File: src/rtl/gx_pkg.sv
package gx_pkg;
  localparam int DATA_W    = 8;
  localparam int NUM_REGS  = 11;
  localparam int LAST_REG  = NUM_REGS - 1;
  localparam int IDX_W     = $clog2(NUM_REGS);

  localparam int A_DIR  = 0;
  localparam int A_POL  = 1;
  localparam int A_CFG  = 5;
  localparam int A_FLAG = 7;
  localparam int A_CAP  = 8;
  localparam int A_PORT = 9;
  localparam int A_LAT  = 10;

  localparam int CFG_SEQ_OFF = 5;
  localparam int CFG_HW_ADDR = 3;

  localparam logic [4:0] DEV_CODE = 5'b01000;

  typedef struct packed {
    logic              ldPtr;
    logic              wrEn;
    logic              incPtr;
    logic [DATA_W-1:0] data;
  } strobe_t;
endpackage

File: src/rtl/gx_ctrl.sv
module gx_ctrl
  import gx_pkg::*;
#(
  parameter int SYNC_STAGES = 2
) (
  input  logic              clk,
  input  logic              rstN,
  input  logic              sck,
  input  logic              csN,
  input  logic              mosi,
  input  logic [1:0]        strap,
  input  logic              hwAddrEn,
  input  logic [DATA_W-1:0] rdData,
  output logic              miso,
  output strobe_t           stb
);
  localparam int BIT_W = $clog2(DATA_W);

  logic [SYNC_STAGES:0]   sckSh;
  logic [SYNC_STAGES-1:0] csSh;
  logic [SYNC_STAGES-1:0] mosiSh;

  logic              csAct, sckRise, sckFall, mosiBit, byteDone, ctlMatch;
  logic [BIT_W-1:0]  bitCnt;
  logic [1:0]        byteCnt;
  logic [DATA_W-2:0] rxShift;
  logic [DATA_W-1:0] rxByte, txShift;
  logic [1:0]        myAddr;
  logic              selected, isRead, loadPend;

  always_comb begin
    csAct    = ~csSh[SYNC_STAGES-1];
    sckRise  = sckSh[SYNC_STAGES-1] & ~sckSh[SYNC_STAGES];
    sckFall  = ~sckSh[SYNC_STAGES-1] & sckSh[SYNC_STAGES];
    mosiBit  = mosiSh[SYNC_STAGES-1];
    byteDone = csAct && sckRise && (bitCnt == BIT_W'(DATA_W-1));
    rxByte   = {rxShift, mosiBit};
    myAddr   = hwAddrEn ? strap : 2'b00;
    ctlMatch = (rxByte[7:3] == DEV_CODE) && (rxByte[2:1] == myAddr);
    stb      = '0;
    stb.data = rxByte;
    if (byteDone && selected) begin
      if (byteCnt == 2'd1) stb.ldPtr = 1'b1;
      else if (byteCnt == 2'd2) begin
        stb.wrEn   = ~isRead;
        stb.incPtr = 1'b1;
      end
    end
    miso = (selected && isRead) ? txShift[DATA_W-1] : 1'b0;
  end

  always_ff @(posedge clk) begin
    if (!rstN) begin
      sckSh    <= '0;
      csSh     <= '1;
      mosiSh   <= '0;
      bitCnt   <= '0;
      byteCnt  <= '0;
      rxShift  <= '0;
      txShift  <= '0;
      selected <= 1'b0;
      isRead   <= 1'b0;
      loadPend <= 1'b0;
    end else begin
      sckSh    <= {sckSh[SYNC_STAGES-1:0], sck};
      csSh     <= {csSh[SYNC_STAGES-2:0], csN};
      mosiSh   <= {mosiSh[SYNC_STAGES-2:0], mosi};
      loadPend <= 1'b0;
      if (!csAct) begin
        bitCnt   <= '0;
        byteCnt  <= '0;
        txShift  <= '0;
        selected <= 1'b0;
        isRead   <= 1'b0;
      end else begin
        if (sckRise) begin
          rxShift <= rxByte[DATA_W-2:0];
          bitCnt  <= bitCnt + 1'b1;
        end
        if (sckFall && bitCnt != '0) txShift <= {txShift[DATA_W-2:0], 1'b0};
        if (byteDone) begin
          if (byteCnt != 2'd2) byteCnt <= byteCnt + 1'b1;
          if (byteCnt == 2'd0) begin
            selected <= ctlMatch;
            isRead   <= rxByte[0];
          end
          if (selected && isRead && byteCnt != 2'd0) loadPend <= 1'b1;
        end
        if (loadPend) txShift <= rdData;
      end
    end
  end

  AST_IDLE_NO_STROBE: assert property (@(posedge clk) disable iff (!rstN)
    !csAct |-> !(stb.ldPtr || stb.wrEn || stb.incPtr));
  AST_ABORT_CLEARS: assert property (@(posedge clk) disable iff (!rstN)
    !csAct |=> (bitCnt == '0) && !selected);
  AST_STROBE_EXCL: assert property (@(posedge clk) disable iff (!rstN)
    $onehot0({stb.ldPtr, stb.wrEn}));
  AST_FOREIGN_DROPPED: assert property (@(posedge clk) disable iff (!rstN)
    (byteDone && byteCnt == 2'd0 && !ctlMatch) |=> !selected);
endmodule

File: src/rtl/gx_regs.sv
module gx_regs
  import gx_pkg::*;
(
  input  logic              clk,
  input  logic              rstN,
  input  strobe_t           stb,
  input  logic [DATA_W-1:0] pinIn,
  output logic [DATA_W-1:0] rdData,
  output logic [DATA_W-1:0] pinOut,
  output logic [DATA_W-1:0] pinOe,
  output logic              hwAddrEn,
  output logic              seqOff
);
  logic [DATA_W-1:0] regFile [NUM_REGS];
  logic [DATA_W-1:0] ptr;
  logic              inRange;
  logic [IDX_W-1:0]  wrTgt;

  always_comb begin
    inRange = (ptr <= DATA_W'(LAST_REG));
    wrTgt   = (ptr == DATA_W'(A_PORT)) ? IDX_W'(A_LAT) : ptr[IDX_W-1:0];
    if (!inRange)                    rdData = '0;
    else if (ptr == DATA_W'(A_PORT)) rdData = pinIn ^ regFile[A_POL];
    else                             rdData = regFile[ptr[IDX_W-1:0]];
    pinOut   = regFile[A_LAT];
    pinOe    = ~regFile[A_DIR];
    hwAddrEn = regFile[A_CFG][CFG_HW_ADDR];
    seqOff   = regFile[A_CFG][CFG_SEQ_OFF];
  end

  for (genvar i = 0; i < NUM_REGS; i++) begin : g_reg
    if (i == A_FLAG || i == A_CAP || i == A_PORT) begin : g_none
      assign regFile[i] = '0;
    end else begin : g_store
      localparam logic [DATA_W-1:0] RST_VAL = (i == A_DIR) ? '1 : '0;
      always_ff @(posedge clk) begin
        if (!rstN) regFile[i] <= RST_VAL;
        else if (stb.wrEn && inRange && wrTgt == IDX_W'(i)) regFile[i] <= stb.data;
      end
    end
  end

  always_ff @(posedge clk) begin
    if (!rstN) ptr <= '0;
    else if (stb.ldPtr) ptr <= stb.data;
    else if (stb.incPtr && !seqOff)
      ptr <= (ptr == DATA_W'(LAST_REG)) ? '0 : ptr + 1'b1;
  end

  AST_PTR_WRAP: assert property (@(posedge clk) disable iff (!rstN)
    (stb.incPtr && !seqOff && ptr == DATA_W'(LAST_REG)) |=> ptr == '0);
  AST_PTR_HOLD: assert property (@(posedge clk) disable iff (!rstN)
    (stb.incPtr && seqOff && !stb.ldPtr) |=> $stable(ptr));
  AST_PORT_TO_LATCH: assert property (@(posedge clk) disable iff (!rstN)
    (stb.wrEn && ptr == DATA_W'(A_PORT)) |=> pinOut == $past(stb.data));
  AST_HIGH_IGNORED: assert property (@(posedge clk) disable iff (!rstN)
    (stb.wrEn && ptr > DATA_W'(LAST_REG)) |=> $stable(pinOut) && $stable(pinOe) && $stable(seqOff));
endmodule

File: src/rtl/spi_gpio_expander.sv
module spi_gpio_expander
  import gx_pkg::*;
(
  input  logic              clk,
  input  logic              rstN,
  input  logic              sck,
  input  logic              csN,
  input  logic              mosi,
  output logic              miso,
  input  logic [1:0]        strapAddr,
  input  logic [DATA_W-1:0] pinIn,
  output logic [DATA_W-1:0] pinOut,
  output logic [DATA_W-1:0] pinOe
);
  strobe_t           stb;
  logic [DATA_W-1:0] rdData;
  logic              hwAddrEn, seqOff;

  gx_ctrl #(.SYNC_STAGES(2)) u_ctrl (
    .clk(clk), .rstN(rstN), .sck(sck), .csN(csN), .mosi(mosi),
    .strap(strapAddr), .hwAddrEn(hwAddrEn), .rdData(rdData),
    .miso(miso), .stb(stb)
  );

  gx_regs u_regs (
    .clk(clk), .rstN(rstN), .stb(stb), .pinIn(pinIn), .rdData(rdData),
    .pinOut(pinOut), .pinOe(pinOe), .hwAddrEn(hwAddrEn), .seqOff(seqOff)
  );

  AST_RESET_INPUTS: assert property (@(posedge clk)
    $rose(rstN) |-> pinOe == '0 && pinOut == '0);
endmodule

File: config.mk
export PLATFORM = sky130hd
export DESIGN_NAME = spi_gpio_expander
export DESIGN_NICKNAME = d
export VERILOG_FILES = /design/src/rtl/gx_pkg.sv /design/src/rtl/gx_ctrl.sv /design/src/rtl/gx_regs.sv /design/src/rtl/spi_gpio_expander.sv
export SDC_FILE = /design/constraint.sdc
export NUM_CORES = 1
export LEC_CHECK = 0
export BUFFER_PORTS_ARGS = -buffer_cell sky130_fd_sc_hd__buf_2
export CAP_MARGIN = 20
export CORE_MARGIN = 2
export CORE_UTILIZATION = 60
export DETAILED_ROUTE_END_ITERATION = 7
export PLACE_DENSITY = 0.9
export RECOVER_POWER = 50
export SYNTH_ARGS = -nofsm -noshare
export SYNTH_HDL_FRONTEND = slang
export SYNTH_SLANG_ARGS = --single-unit
File: constraint.sdc
create_clock -name clk -period 4.7 [get_ports clk]
set_input_delay 0.235 -clock clk [delete_from_list [all_inputs] [get_ports clk]]
set_output_delay 0.235 -clock clk [all_outputs]
set_load 0.01 [all_outputs]
# ---- After elaboration in Yosys (flattened, before gate mapping)
# Cells that the tools add are included.
dict set report classes {
  muxes 18
  n_reduce_logical 29
  n_lt_le_gt_ge 2
  bitwise_logic 11
  n_addsub 3
  n_eq_ne 15
}
# operator count
set ops {}
lappend ops {{$mux 8} 9}
lappend ops {{$bmux 8 s4} 1}
lappend ops {{$logic_and 1x1->1} 17}
lappend ops {{$eq 8x4->1 const B} 2}
lappend ops {{$eq 4x3->1 const B} 3}
lappend ops {{$add 8x1->8 const B} 1}
lappend ops {{$eq 4x2->1 const B} 2}
lappend ops {{$le 8x4->1 const B} 1}
lappend ops {{$not 8->8} 1}
lappend ops {{$xor 8x8->8} 1}
lappend ops {{$mux 2} 3}
lappend ops {{$not 1->1} 6}
lappend ops {{$reduce_and 2->1} 3}
lappend ops {{$reduce_bool 2->1} 3}
lappend ops {{$eq 5x4->1 const B} 1}
lappend ops {{$ge 5x5->1 const B} 1}
lappend ops {{$not 4->5} 1}
lappend ops {{$eq 4x1->1 const B} 1}
lappend ops {{$eq 4x4->1 const B} 1}
lappend ops {{$logic_not 4->1} 1}
lappend ops {{$mux 4} 1}
lappend ops {{$add 3x1->3 const B} 1}
lappend ops {{$eq 3x3->1 const B} 1}
lappend ops {{$mux 1} 3}
lappend ops {{other kinds (12)} 13}
dict set report word_totals {
  in_bits 15
  word_cells 97
  ff_bits 102
  output_inout_bits 17
}

# ---- Longest topological paths before layout
dict set report depth {
  word_depth 9
  mapped_depth 10
  mapped_depth_nobuf 7
}

# ---- By module
# From an unflattened synthesis, not the netlist that was laid out.
dict set report unflattened {
  cells_unflattened 545
  hier_area_um2 5312.6
}
# module n_inst cells_per_inst area_each_um2
set by_module_without_submodules {}
lappend by_module_without_submodules {gx_regs 1 415 3992.6}
lappend by_module_without_submodules {gx_ctrl 1 130 1320.0}

# ---- Worst setup path after synthesis
# Ideal clock, no wire load.
dict set report synth_path {
  path_type {register -> register}
  startpoint {reg u_regs.ptr[1]}
  endpoint {reg u_ctrl.txShift[5]}
  arrival_time_ns 2.113
  stages_incl_launch_ff 11
  setup_slack_ns 2.467
  path_buffers 3
  setup_ns 0.121
  synth_period_minus_slack_ns 2.233
  cell_sequence {dfxtp_1 > buf_2 > clkinv_1 > ha_1 > and3b_1 > clkbuf_1 > and2_1 > buf_6 > a2111oi_0 > or4_1 > a21oi_1}
}
dict set report synth_via {
  elab_chain_cells 7
  elab_cells_between_ends 9
}
# item line_no
set synth_lines {}
lappend synth_lines {{start, declared} gx_regs.sv:15} ;# logic [DATA_W-1:0] ptr;
lappend synth_lines {{start signal, assigned} gx_regs.sv:45} ;# else if (stb.ldPtr) ptr <= stb.data;
lappend synth_lines {{start signal, assigned} gx_regs.sv:47} ;# ptr <= (ptr == DATA_W'(LAST_REG)) ? '0 : ptr + 1'b1;
lappend synth_lines {{$not 4->5 (not written as such)} gx_regs.sv:24} ;# else rdData = regFile[ptr[IDX_W-1:0]];
lappend synth_lines {{$bmux 8 s4} gx_regs.sv:24}
lappend synth_lines {{$mux 8 (not written as such) (2 in a row)} gx_regs.sv:24}
lappend synth_lines {{$mux 8} gx_regs.sv:23} ;# else if (ptr == DATA_W'(A_PORT)) rdData = pinIn ^ regFile[A_POL];
lappend synth_lines {{$mux 8 (*)} gx_regs.sv:22} ;# if (!inRange) rdData = '0;
lappend synth_lines {{$mux 8 (*)} gx_ctrl.sv:89} ;# if (loadPend) txShift <= rdData;
lappend synth_lines {{end signal, assigned} gx_ctrl.sv:80} ;# if (sckFall && bitCnt != '0) txShift <= {txShift[DATA_W-2:0], 1'b0};
lappend synth_lines {{end signal, assigned} gx_ctrl.sv:89}
lappend synth_lines {{end, declared} gx_ctrl.sv:27} ;# logic [DATA_W-1:0] rxByte, txShift;
# Mark *: on every way between the ends. The rest lies on a longest branch, timed or not. The select of a mux whose other input is x is not followed.
# A chain may end at the register's enable or synchronous reset.

# ---- Worst setup path after layout
dict set report layout_path {
  startpoint {reg u_regs.ptr[0]}
  endpoint {reg u_regs.regFile (netlist bit u_regs.pinOut[7])}
}
dict set report layout_via {
  elab_chain_cells 4
  elab_cells_between_ends 6
}
# item line_no
set layout_lines {}
lappend layout_lines {{$eq 8x4->1} gx_regs.sv:21} ;# wrTgt = (ptr == DATA_W'(A_PORT)) ? IDX_W'(A_LAT) : ptr[IDX_W-1:0];
lappend layout_lines {{$mux 4} gx_regs.sv:21}
lappend layout_lines {{$eq 4x4->1} gx_regs.sv:38} ;# else if (stb.wrEn && inRange && wrTgt == IDX_W'(i)) regFile[i] <= stb.data;
lappend layout_lines {{$logic_and 1x1->1 (*)} gx_regs.sv:38}
lappend layout_lines {{end signal, assigned by index} gx_regs.sv:38}
lappend layout_lines {{end, declared} gx_regs.sv:14} ;# logic [DATA_W-1:0] regFile [NUM_REGS];
# Mark *: on every way between the ends. The rest lies on a longest branch, timed or not.

==> reports/metrics.yaml <==
die:
  chipWidth_um: 96.5
  fp.dieH_um: 96.5
  core-area_mm2: 0.00826
  dieArea_mm2: 0.00930
  ios: 32
  start_util: 0.621
  rows: 33
grt:
  antenna_found_initial: 0
  use_met1: 0.408
  met2_usage: 0.482
  grt_max_degree: 99
  grt_pass1_wl_um: 21300
  grt_pass1_vias: 4191
  top_usage_layer: "met2"
  grt.total_usage: 0.303
  use_met3: 0.0442
  overflow: 0
worst_setup_path:
  cp_top_family: "simple AND/OR/NAND/NOR gates"
  cp-startpoint: "u_regs.ptr[0]$_SDFFE_PN0P_"
  crit-reg2reg-launch: "u_regs.ptr[0]$_SDFFE_PN0P_"
  cp-start-kind: "register"
  critPathBufInv: 1
  cp-end-kind: "register"
  r2r_slack_ns: 1.42
  r2r-end: "u_regs.pinOut[7]$_SDFFE_PN0P_"
  arrival_ns: 3.58
  path_cells: "clkbuf_1 > ha_1 > o221ai_1 > nor2_1 > mux2i_1"
  crit_required_ns: 5.00
  critPathMaxStageDelay_ns: 0.98
  reg2reg_depth: 5
  path_class: "register to register"
  cp_slowest_cell: "nor2_1"
  crit_fanout: 18
route:
  drt_iter0_drc: 578
  route.detailed.drc: 1
  vias: 4473
  viasPerCell: 6.41
  drt_wl_total_um: 13500
  wl_per_cell_um: 19.3
  ant_nets: 0
  firstDrtPassIters: 8
sta:
  relSlewSlack: 0.138
  hold_viol_final: 0
  finalSetupViolations: 0
  rsz0062_at_grt: "no"
  tns_ns: 0
  worstMarginPinSlew_ns: 1.29
  period_share: 0.697
  layout_min_cycle_time_ns: 3.28
  slew_violations: 0
  fin_skew_ns: 0.0139
  fmax_ghz: 0.305
hold_path:
  hp-class: "primary input to register"
  holdPathStages: 2
  min_from: "csN"
  hold_end: "u_ctrl.csSh[0]$_SDFF_PN1_"
synth:
  async_flop_share: 0
  yosys.area.top_type_share: 0.398
  synth_nets: 611
  synth_warnings: 0
  synth_edf_count: 0
  ys_top_cells_by_count: "102 x dfxtp_1, 95 x nand2_1, 61 x mux2i_1"
  ys_seq_area_frac: 0.398
  synth_flop_cell: "dfxtp_1"
  syn_inst: 587
  syn_area_mm2: 0.00513
  ys_seq_elements: 102
  synth.avg_cell_area_um2: 8.74
  yosysTopAreaCell: "dfxtp_1"
  ys_types: 64
  post-synth-top-count-cell: "dfxtp_1"
  ys_top_cells_by_area: "dfxtp_1 40%, mux2i_1 12%, nand2_1 7.0%, o21ai_0 3.6%, nand3_1 3.5%"
clock_network:
  cts_sinks: 102
  cts_buffers: 9
  hold_buffers: 0
  clk_pin_slew_ns: 0.10
  clk_path_buf_depth: 2
  cts_resized: 0
  cts_tree: "done"
  htree_levels: 3
  postCtsSetupRepairBufs: 0
  root_buffer: "clkbuf_8"
  clk_latency_ns: 0.37
pwr:
  internal_power_mw: 1.18
  switchingPower_uw: 339
  power_density_mw_per_mm2: 284
  p_sw_frac: 0.223
  vdd_drop_max_uv: 225
  p_clk_frac: 0.408
  cellLeakagePower_nw: 1.94
  p_total_mw: 1.52
  p_comb_frac: 0.021
  p_seq_frac: 0.571
placed_design:
  hpwlAfterDp_um: 9430
  io_buffers: 31
  gp_congestion: 0.993
finish:
  area_delta_synth_final_pct: 4.34
  postLayoutCoreUtil: 0.648
  drive_above_1_share: 0.0658
  n_antenna_cell: 0
  layout.nets: 612
  fillers: 693
run_status:
  outcome: "finished with violations"
  violations: "design-rule violations"
flow_run:
  max_cap_violations: 0
cells in the final DEF (no fill, tap or decap), types with 10 or more instances in the layout:
| master | Yosys | routed |
|---|---|---|
| mux2i_1 | 61 | 61 |
| nor2_1 | 25 | 28 |
| inv_1 | 19 | 19 |
| nand2_1 | 95 | 95 |
| nand3_1 | 36 | 36 |
| dfxtp_1 | 102 | 102 |
| buf_2 | 10 | 14 |
| xnor2_1 | 10 | 10 |
| o21ai_0 | 37 | 37 |
| a21oi_1 | 21 | 21 |
| nand2b_1 | 10 | 10 |
| clkbuf_1 | 22 | 20 |
worst reg2reg max path, cell delays in order (launching register included):
cell,delay (ns)
dfxtp_1,0.65
clkbuf_1,0.82
ha_1,0.33
o221ai_1,0.13
nor2_1,0.98
mux2i_1,0.30
metrics by stage:
| stage | instances | instance area [µm²] | worst slack, ns | hold slack (ns) |
|---|---|---|---|---|
| 2_1_floorplan | 587 | 5130 | 2.47 | 0.336 |
| 3_3_place_gp | 682 | 5220 | 2.21 | 0.396 |
| 3_5_place_dp | 682 | 5220 | 2.07 | 0.394 |
| 4_1_cts | 698 | 5450 | 2.03 | 0.0448 |
| 5_1_grt | 698 | 5350 | 1.20 | 0.0520 |
| 6_report | 698 | 5350 | 1.42 | 0.0389 |
power by group through the flow:
stage / Combinational (mW) / Clock, mW / Sequential (mW)
3_3_place_gp: 0.0310 / 0 / 0.888
3_5_place_dp: 0.0317 / 0 / 0.889
2_1_floorplan: 0.0208 / 0 / 0.888
6_report: 0.0320 / 0.620 / 0.868
4_1_cts: 0.0317 / 0.621 / 0.868
5_1_grt: 0.0349 / 0.653 / 0.869
flip-flops by register name (all words and copies together) (netlist names):
signal           flops
u_regs.regFile      54
u_ctrl.txShift       8
u_regs.pinOut        8
u_regs.ptr           8
u_ctrl.rxShift       7
u_ctrl.bitCnt        3
u_ctrl.sckSh         3
u_ctrl.byteCnt       2
u_ctrl.csSh          2
u_ctrl.mosiSh        2
u_ctrl.isRead        1
u_ctrl.loadPend      1
u_ctrl.selected      1
u_regs.hwAddrEn      1
u_regs.seqOff        1
cell type report:
class	count	area, µm²	area share
Sequential cell	102	2040	0.382
Multi-Input combinational cell	420	2720	0.509
Timing Repair Buffer	35	156	0.0292
Clock inverter	6	95.1	0.0178
Inverter	20	75.1	0.0140
Clock buffer	10	128	0.0238
Tap cell	105	131	0.0245
metal layers:
layer / up-vias / part of all wire
met1: 2099 / 0.42
met5: - / 0
met2: 265 / 0.46
met4: 0 / 0.043
li1: 2052 / -
met3: 57 / 0.080
cell families (layout without fill, tap and decap cells):
| group | Yosys count | count (layout) | share of synthesized area |
|---|---|---|---|
| adder cells (fa/ha/maj) | 9 | 9 | 0.0220 |
| multiplexers | 64 | 64 | 0.132 |
| buffers and inverters | 65 | 71 | 0.0578 |
| XOR/XNOR | 13 | 13 | 0.0222 |
| AND/OR/NAND/NOR | 217 | 217 | 0.218 |
| AO/OA/AOI/OAI | 117 | 117 | 0.150 |
| flip-flops | 102 | 102 | 0.398 |
how the worst max path moves through the flow:
stage / cells after the start / slack, ns / end
floorplan: 10 / 2.47 / u_ctrl.txShift[5]$_SDFFE_PP0P_
global placement: 7 / 2.21 / u_ctrl.txShift[5]$_SDFFE_PP0P_
finish: 5 / 1.42 / u_regs.pinOut[7]$_SDFFE_PN0P_
detailed placement: 7 / 2.07 / u_ctrl.txShift[5]$_SDFFE_PP0P_
global route: 7 / 1.20 / u_ctrl.txShift[5]$_SDFFE_PP0P_
CTS: 7 / 2.03 / u_ctrl.txShift[5]$_SDFFE_PP0P_
Note: power is estimated with default switching activity, not from simulation.
